$ cat src/rtl/scl_pkg.sv
package scl_pkg;

  // Floor applied to each phase length, in clock cycles.
  localparam int unsigned SCL_MIN_PHASE = 4;

  // Which SCL phase the generator is about to enter.
  typedef enum logic {
    PH_LOW  = 1'b0,
    PH_HIGH = 1'b1
  } scl_phase_e;

endpackage

$ cat src/rtl/scl_len_clamp.sv
// Turns a raw count into the load value of the phase counter:
// max(raw, MIN) - 1, so the counter reaches zero on the phase's last cycle.
module scl_len_clamp #(
  parameter int unsigned W   = 16,
  parameter int unsigned MIN = 4
) (
  input  logic [W-1:0] raw_i,
  output logic [W-1:0] load_o
);
  localparam logic [W-1:0] MinW = W'(MIN);

  logic [W-1:0] eff;

  always_comb begin
    if (raw_i < MinW) eff = MinW;
    else              eff = raw_i;
    load_o = eff - W'(1);
  end
endmodule

$ cat src/rtl/scl_phase_cnt.sv
// Down counter that times the current SCL phase.
module scl_phase_cnt #(
  parameter int unsigned W = 16
) (
  input  logic         clk,
  input  logic         rst_n,
  input  logic         clr_i,
  input  logic         load_i,
  input  logic [W-1:0] load_val_i,
  output logic         zero_o
);
  logic [W-1:0] cnt_q;
  logic [W-1:0] cnt_d;
  logic         cnt_en;

  always_comb begin
    cnt_en = clr_i | load_i | (cnt_q != '0);
    if (clr_i)       cnt_d = '0;
    else if (load_i) cnt_d = load_val_i;
    else             cnt_d = cnt_q - W'(1);
  end

  always_ff @(posedge clk or negedge rst_n) begin
    if (!rst_n)      cnt_q <= '0;
    else if (cnt_en) cnt_q <= cnt_d;
  end

  assign zero_o = (cnt_q == '0);
endmodule

$ cat src/rtl/scl_edge_ctrl.sv
// Owns the SCL level, the run flag and the edge strobes.
module scl_edge_ctrl
  import scl_pkg::*;
(
  input  logic       clk,
  input  logic       rst_n,
  input  logic       en,
  input  logic       cnt_zero_i,
  output logic       clr_o,
  output logic       load_o,
  output scl_phase_e next_ph_o,
  output logic       scl_o,
  output logic       rise_o,
  output logic       fall_o
);
  logic run_q, run_d;
  logic scl_q, scl_d;
  logic rise_q, rise_d;
  logic fall_q, fall_d;

  always_comb begin
    run_d     = run_q;
    scl_d     = scl_q;
    rise_d    = 1'b0;
    fall_d    = 1'b0;
    clr_o     = 1'b0;
    load_o    = 1'b0;
    next_ph_o = PH_LOW;
    if (!en) begin
      run_d = 1'b0;
      scl_d = 1'b1;
      clr_o = 1'b1;
    end else if (!run_q) begin
      run_d     = 1'b1;
      scl_d     = 1'b0;
      fall_d    = 1'b1;
      load_o    = 1'b1;
      next_ph_o = PH_LOW;
    end else if (cnt_zero_i) begin
      scl_d     = ~scl_q;
      rise_d    = ~scl_q;
      fall_d    = scl_q;
      load_o    = 1'b1;
      next_ph_o = scl_q ? PH_LOW : PH_HIGH;
    end
  end

  always_ff @(posedge clk or negedge rst_n) begin
    if (!rst_n) begin
      run_q  <= 1'b0;
      scl_q  <= 1'b1;
      rise_q <= 1'b0;
      fall_q <= 1'b0;
    end else begin
      run_q  <= run_d;
      scl_q  <= scl_d;
      rise_q <= rise_d;
      fall_q <= fall_d;
    end
  end

  assign scl_o  = scl_q;
  assign rise_o = rise_q;
  assign fall_o = fall_q;
endmodule

$ cat src/rtl/scl_duty_gen.sv
module scl_duty_gen
  import scl_pkg::*;
#(
  parameter int unsigned CNT_W = 16
) (
  input  logic             clk,
  input  logic             rst_n,
  input  logic             en,
  input  logic [CNT_W-1:0] low_cnt_i,
  input  logic [CNT_W-1:0] high_cnt_i,
  output logic             scl_o,
  output logic             scl_rise_o,
  output logic             scl_fall_o
);
  localparam int unsigned NPH = 2;

  logic [NPH-1:0][CNT_W-1:0] raw_cnt;
  logic [NPH-1:0][CNT_W-1:0] ph_load;
  logic                      clr, load, zero;
  scl_phase_e                next_ph;
  logic [CNT_W-1:0]          load_val;

  assign raw_cnt[PH_LOW]  = low_cnt_i;
  assign raw_cnt[PH_HIGH] = high_cnt_i;

  for (genvar g = 0; g < NPH; g++) begin : g_clamp
    scl_len_clamp #(.W(CNT_W), .MIN(SCL_MIN_PHASE)) u_clamp (
      .raw_i  (raw_cnt[g]),
      .load_o (ph_load[g])
    );
  end

  assign load_val = ph_load[next_ph];

  scl_edge_ctrl u_ctrl (
    .clk        (clk),
    .rst_n      (rst_n),
    .en         (en),
    .cnt_zero_i (zero),
    .clr_o      (clr),
    .load_o     (load),
    .next_ph_o  (next_ph),
    .scl_o      (scl_o),
    .rise_o     (scl_rise_o),
    .fall_o     (scl_fall_o)
  );

  scl_phase_cnt #(.W(CNT_W)) u_cnt (
    .clk        (clk),
    .rst_n      (rst_n),
    .clr_i      (clr),
    .load_i     (load),
    .load_val_i (load_val),
    .zero_o     (zero)
  );
endmodule

$ cat config.mk
export PLATFORM = sky130hd
export DESIGN_NAME = scl_duty_gen
export DESIGN_NICKNAME = d
export VERILOG_FILES = /design/src/rtl/scl_pkg.sv /design/src/rtl/scl_len_clamp.sv /design/src/rtl/scl_phase_cnt.sv /design/src/rtl/scl_edge_ctrl.sv /design/src/rtl/scl_duty_gen.sv
export SDC_FILE = /design/constraint.sdc
export NUM_CORES = 1
export LEC_CHECK = 0
export BUFFER_PORTS_ARGS = -buffer_cell sky130_fd_sc_hd__buf_2
export CORE_ASPECT_RATIO = 0.7
export CORE_MARGIN = 4
export CORE_UTILIZATION = 44
export CTS_CLUSTER_DIAMETER = 80
export DETAILED_ROUTE_END_ITERATION = 6
export HOLD_SLACK_MARGIN = 0.1
export PLACE_DENSITY = 0.65
export SYNTH_ARGS = -nofsm -noshare
export SYNTH_HDL_FRONTEND = slang
export SYNTH_HIERARCHICAL = 1
export SYNTH_SLANG_ARGS = --single-unit
$ cat constraint.sdc
create_clock -name clk -period 6 [get_ports clk]
set_clock_uncertainty 0.2 [all_clocks]
set_input_delay 0.6 -clock clk [delete_from_list [all_inputs] [get_ports clk]]
set_output_delay 0.6 -clock clk [all_outputs]
set_load 0.03 [all_outputs]
== Word level (Yosys, flattened, before mapping) ==
Cells that the tools add are included.

* Register bits: 20
* Bits in latches: 0
* RAM bits: 0
* ROM bits: 0
* Input port bits: 35
* Output and inout bits: 3
* Logic and storage cells: 41
* Memories: 0

* $add $sub $neg: 3
* $mul: 0
* Divide/modulo/power cells: 0
* Order comparisons: 3
* Equal/unequal tests: 1
* Shifts and indexed selects: 0
* Muxes and demuxes: 24
* Bitwise logic cells: 3
* Reductions and logical operators: 2

{| class="wikitable"
|+ Operator list
! cell !! number
|-
| $mux W16 || 6
|-
| $sub A16 B1 Y16 const B || 3
|-
| $lt A16 B3 Y1 const B || 2
|-
| $mux W1 || 18
|-
| $logic_not A16 Y1 || 1
|-
| $reduce_bool A16 Y1 || 1
|-
| $ne A3 B2 Y1 const B || 1
|-
| $lt A1 B2 Y1 const B || 1
|-
| $or A1 B1 Y1 || 2
|-
| $not A1 Y1 || 1
|}

== Longest topological paths before layout ==
* Word-level depth: 8
* Depth in mapped cells: 12
* Gate-level depth less buffers: 10

== Cells and area by module ==
Netlist, hierarchy kept.

{| class="wikitable"
|+ Modules (own cells, without submodules)
! module !! times used !! cells each !! area an instance (um2) !! sequential area each (um2)
|-
| scl_phase_cnt || 1 || 108 || 984.7 || 400.4
|-
| scl_len_clamp || 2 || 50 || 359.1 || 0.0
|-
| scl_duty_gen || 1 || 18 || 249.0 || 0.0
|-
| scl_edge_ctrl || 1 || 13 || 147.6 || 101.3
|}

== Worst setup path after synthesis ==
Ideal clock, no wire load.

* Path type: in2reg
* Start point: in low_cnt_i[5]
* End point: reg u_cnt.cnt_q[14]
* Setup time: 0.142 ns
* Data arrival time: 2.571 ns
* Required time: 5.658 ns
* Path slack: 3.087 ns
* Cell stages on the path: 10
* Path buffers: 0
* Cells stage by stage: nor4_2 > nand4_1 > nand2_1 > ha_1 > o311ai_4 > nor4b_2 > xor2_1 > mux2_4 > nor2_1 > a211oi_2

{| class="wikitable"
|+ RTL lines
! what !! RTL line !! source
|-
| start: declaration || scl_duty_gen.sv:9 || <nowiki>input logic [CNT_W-1:0] low_cnt_i,</nowiki>
|-
| end signal: assignment || scl_phase_cnt.sv:25 || <nowiki>else if (cnt_en) cnt_q <= cnt_d;</nowiki>
|-
| end: declaration || scl_phase_cnt.sv:12 || <nowiki>logic [W-1:0] cnt_q;</nowiki>
|}

== Final worst setup path ==
* Start point: reg u_cnt.cnt_q[0]
* End point: reg u_cnt.cnt_q[9]

* Elaborated cells on any way between the ends: 15
* Those cells by class: 1 x add/sub; 10 x mux; 2 x bitwise; 2 x reduce/logical

{| class="wikitable"
|+ RTL lines
! what !! RTL line !! source
|-
| $logic_not A16 Y1 (*) || scl_phase_cnt.sv:28 || <nowiki>assign zero_o = (cnt_q == '0);</nowiki>
|-
| via zero || scl_duty_gen.sv:19 || <nowiki>logic clr, load, zero;</nowiki>
|-
| $mux W1 (*) || scl_edge_ctrl.sv:39 || <nowiki>end else if (cnt_zero_i) begin</nowiki>
|-
| $mux W1 (*) || scl_edge_ctrl.sv:33 || <nowiki>end else if (!run_q) begin</nowiki>
|-
| $mux W1 (*) || scl_edge_ctrl.sv:29 || <nowiki>if (!en) begin</nowiki>
|-
| via load || scl_duty_gen.sv:19 ||
|-
| $mux W16 / $or A1 B1 Y1 (equally long branches) || scl_phase_cnt.sv:19, scl_phase_cnt.sv:17 ||
|-
| $mux W16 / $or A1 B1 Y1 (equally long branches) || scl_phase_cnt.sv:18, scl_phase_cnt.sv:17 ||
|}

Mark *: on every way through the listed nets, which the timed path passes. The rest lies on a longest branch. The select of a mux whose other input is x is not followed.
A chain may end at the register's enable or synchronous reset.

==> summary.md <==
| Metric | Value |
|---|---|
| Final setup viols | `0` |
| Setup CP Type | `flip-flop to flip-flop` |
| CTS Hold Bufs | `1` |
| Final WS setup | `2.42 ns` |
| Setup TNS | `0 ns` |
| Routed via count | `1782` |
| CTS tree | `built` |
| Die W | `90.6 um` |
| WL final | `4730 um` |
| Mean Syn Cell Area | `8.78 sq um` |
| Height of the die | `65.8 um` |
| Max-Cap Viols | `0` |
| Initial antenna violation count | `0` |
| Final Max Slew Viols | `0` |
| Share of cells above drive strength 1 | `29.5%` |
| PostCTS Resize Cnt | `0` |
| Adder-cell area share of the yosys netlist | `1.79%` |
| Synthesized flop and latch total | `20` |
| VDD IR-drop max | `0.0782 mV` |
| WL/cell | `14.3 um` |
| Crit Path Max Fanout | `21` |
| Post-Route Utilization | `52.8%` |
| Worst EP required | `5.96 ns` |
| Largest family of logic cells by synthesized area | `simple AND/OR/NAND/NOR gates` |
| Most common cell after layout, fill and taps aside | `buf_2` |
| Crit path to | `u_cnt/cnt_q[9]$_DFFE_PN0P_` |
| HPWL Detailed | `3900 um` |
| Clock Latency Late Sink | `0.25 ns` |
| Ports | `38` |
| Multiplexer share of the synthesized area | `11.3%` |
| Placed insts | `325` |
| Most used cells in the layout excluding fill and tap cells | `buf_2 (37), nor2_1 (28), nand2_1 (27), xor2_1 (21), dfrtp_1 (19)` |
| Vias per cell | `5.40` |
| Ys Warns | `6` |
| Critical Path AT | `3.55 ns` |
| Dpl ws | `2.43 ns` |
| Hold crit path type | `input port to flip-flop` |
| Syn_nets | `277` |
| GPL Wtd Cong | `0.882` |
| Cells after Synth | `239` |
| Tot GR Track Use | `16.6%` |
| Reg2Reg Setup Slack | `2.42 ns` |
| Port Buf Inserts | `37` |
| Post-CTS setup buffers | `0` |
| Placeable core area | `0.00448 sq mm` |
| Reg2reg end | `u_cnt/cnt_q[9]$_DFFE_PN0P_` |
| FMAX | `0.279 GHz` |
| RSZ-0062 raised after global routing | `false` |
| Worst reg-to-reg path cell count | `9` |
| Syn Std Cell Area | `0.00210 sq mm` |
| Detailed Routing Iterations Pass 1 | `4` |
| Clk pin slew, worst setup/hold paths | `0.07 ns` |
| Synth-to-layout area growth | `12.7%` |
| Tmin final | `3.58 ns` |
| Worst r2r src | `u_cnt/cnt_q[0]$_DFFE_PN0P_` |
| Row count | `20` |
| # fillers | `446` |
| DRC Markers | `0` |
| Initial Util | `46.9%` |
| Post-route ant nets | `0` |
| Synth unique cells | `43` |
| Inserted Clock Buffers | `3` |
| Max Root-Sink Buffers | `2` |
| Post-synthesis xor/xnor area fraction | `16.3%` |
| Pwr per Cell Area | `246 mW/mm^2` |
| Cell taking the most area after synthesis | `dfrtp_1` |
| Critical Path Source Type | `flip-flop` |
| Sequential fraction of the synthesis area | `23.9%` |
| First-pass GRT wire length | `8050 um` |
| GRT overflow | `0` |
| Max H-tree Level | `1` |
| Period utilization | `59.7%` |
| Final Net Count | `314` |
| Compound-gate portion of the synthesized area | `11.4%` |
| N_diodes | `0` |
| Outcome | `finished, final reports clean` |
| Via count of the first global-routing pass | `1717` |
| Largest net degree at the start of global routing | `22` |
| P_leak | `0.989 nW` |
| Largest cells by area after synthesis | `dfrtp_1 (23%), xor2_1 (8.8%), xnor2_1 (7.5%), mux2_4 (7.2%), nor2_1 (5.0%)` |
| Clock Sinks | `20` |
| Die ar. | `0.00596 sq mm` |
| Crit. End Element | `flip-flop` |
| Finished Layout Cells | `330` |
| Setup crit start | `u_cnt/cnt_q[0]$_DFFE_PN0P_` |
| Slew margin rel. | `48.0%` |
| Initial DRC count | `75` |
| Hold Fails Final Rpt | `0` |
| Worst-margin pin slew | `0.779 ns` |
| Top cell type's share of synthesized area | `22.6%` |
| Simple-Gate Fraction of Synth Area | `31.5%` |
| CTS Root Cell | `clkbuf_8` |
-- report_power, final --
group / switching (W) / total (W) / internal (W)
Sequential: 0.0000457 / 0.000214 / 0.000169
Clock: 0.0000403 / 0.0000874 / 0.0000471
Combinational: 0.000149 / 0.000280 / 0.000131
-- per-layer routing --
layer,vias to the layer above,GRT usage [%],wire (um)
met1,783,26.3,2560
met3,4,2.28,261
met5,-,0,0
li1,941,-,-
met4,0,4.01,32
met2,54,23.3,1870
-- stage by stage --
step | cell area [sq um] | power (W) | hold slack (ns)
after floorplan | 2100 | 0.000423 | 0.104
after global placement | 2310 | 0.000498 | 0.301
after detailed placement | 2310 | 0.000491 | 0.293
after CTS | 2370 | 0.000584 | 0.282
after global routing | 2370 | 0.000629 | 0.275
final | 2370 | 0.000582 | 0.286
-- synth_stat cells (all sizes together) --
cell / instances
nand4: 3
or4: 6
mux2: 16
mux2i: 2
inv: 7
nand2: 27
o31a: 2
a21oi: 12
xor2: 21
a21o: 2
nand4b: 3
ha: 3
or2: 2
o31ai: 3
nand3: 5
or3: 2
dfrtp: 19
clkbuf: 3
xnor2: 18
and4: 3
buf: 4
a211oi: 6
nor2b: 1
and2: 1
nor2: 28
nor4b: 3
o21ai: 2
o311ai: 2
nor4: 13
nor3: 19
dfstp: 1
-- registers in the layout, indices dropped and copies added (netlist names) --
register       flops
u_cnt/cnt_q       16
u_ctrl/fall_o      1
u_ctrl/rise_o      1
u_ctrl/run_q       1
u_ctrl/scl_o       1
-- cells by family (layout without fill, tap and decap cells) --
logic type                 Yosys count  count (layout)
and+or+nand+nor                    116             116
xor gates and xnor gates            39              39
AOI/OAI and AO/OA                   29              29
DFF                                 20              20
muxes                               18              18
buffers and inverters               14              50
adders and majority gates            3               3
-- critical path, stage by stage, from the launching register on --
cell,delay (ns)
dfrtp_1,0.43
inv_1,0.07
ha_1,0.24
nor4b_1,0.26
and4_1,0.39
inv_1,0.12
a21oi_1,0.63
inv_1,0.53
a21o_2,0.43
a211oi_1,0.19
-- final cells by class --
| type | count | area [sq um] | share of cell area [%] |
|---|---|---|---|
| inverters | 7 | 26.3 | 1.11 |
| flip-flops and latches | 20 | 502 | 21.2 |
| well taps | 55 | 68.8 | 2.91 |
| clock buffers | 4 | 45.0 | 1.90 |
| multi-input cells | 205 | 1520 | 64.3 |
| repair buffers | 39 | 203 | 8.57 |
-- worst min path at each step --
stage / startpoint / to / slack, ns / depth (start not counted)
finish: en / u_ctrl/run_q$_DFF_PN0_ / 0.29 / 1
global route: en / u_ctrl/run_q$_DFF_PN0_ / 0.28 / 1
CTS: en / u_ctrl/run_q$_DFF_PN0_ / 0.28 / 1
detailed placement: u_ctrl/run_q$_DFF_PN0_ / u_ctrl/fall_o$_DFF_PN0_ / 0.29 / 1
global placement: u_ctrl/run_q$_DFF_PN0_ / u_ctrl/fall_o$_DFF_PN0_ / 0.30 / 1
floorplan: rst_n / u_cnt/cnt_q[0]$_DFFE_PN0P_ / 0.10 / 0
(Power assumes the default switching activity.)
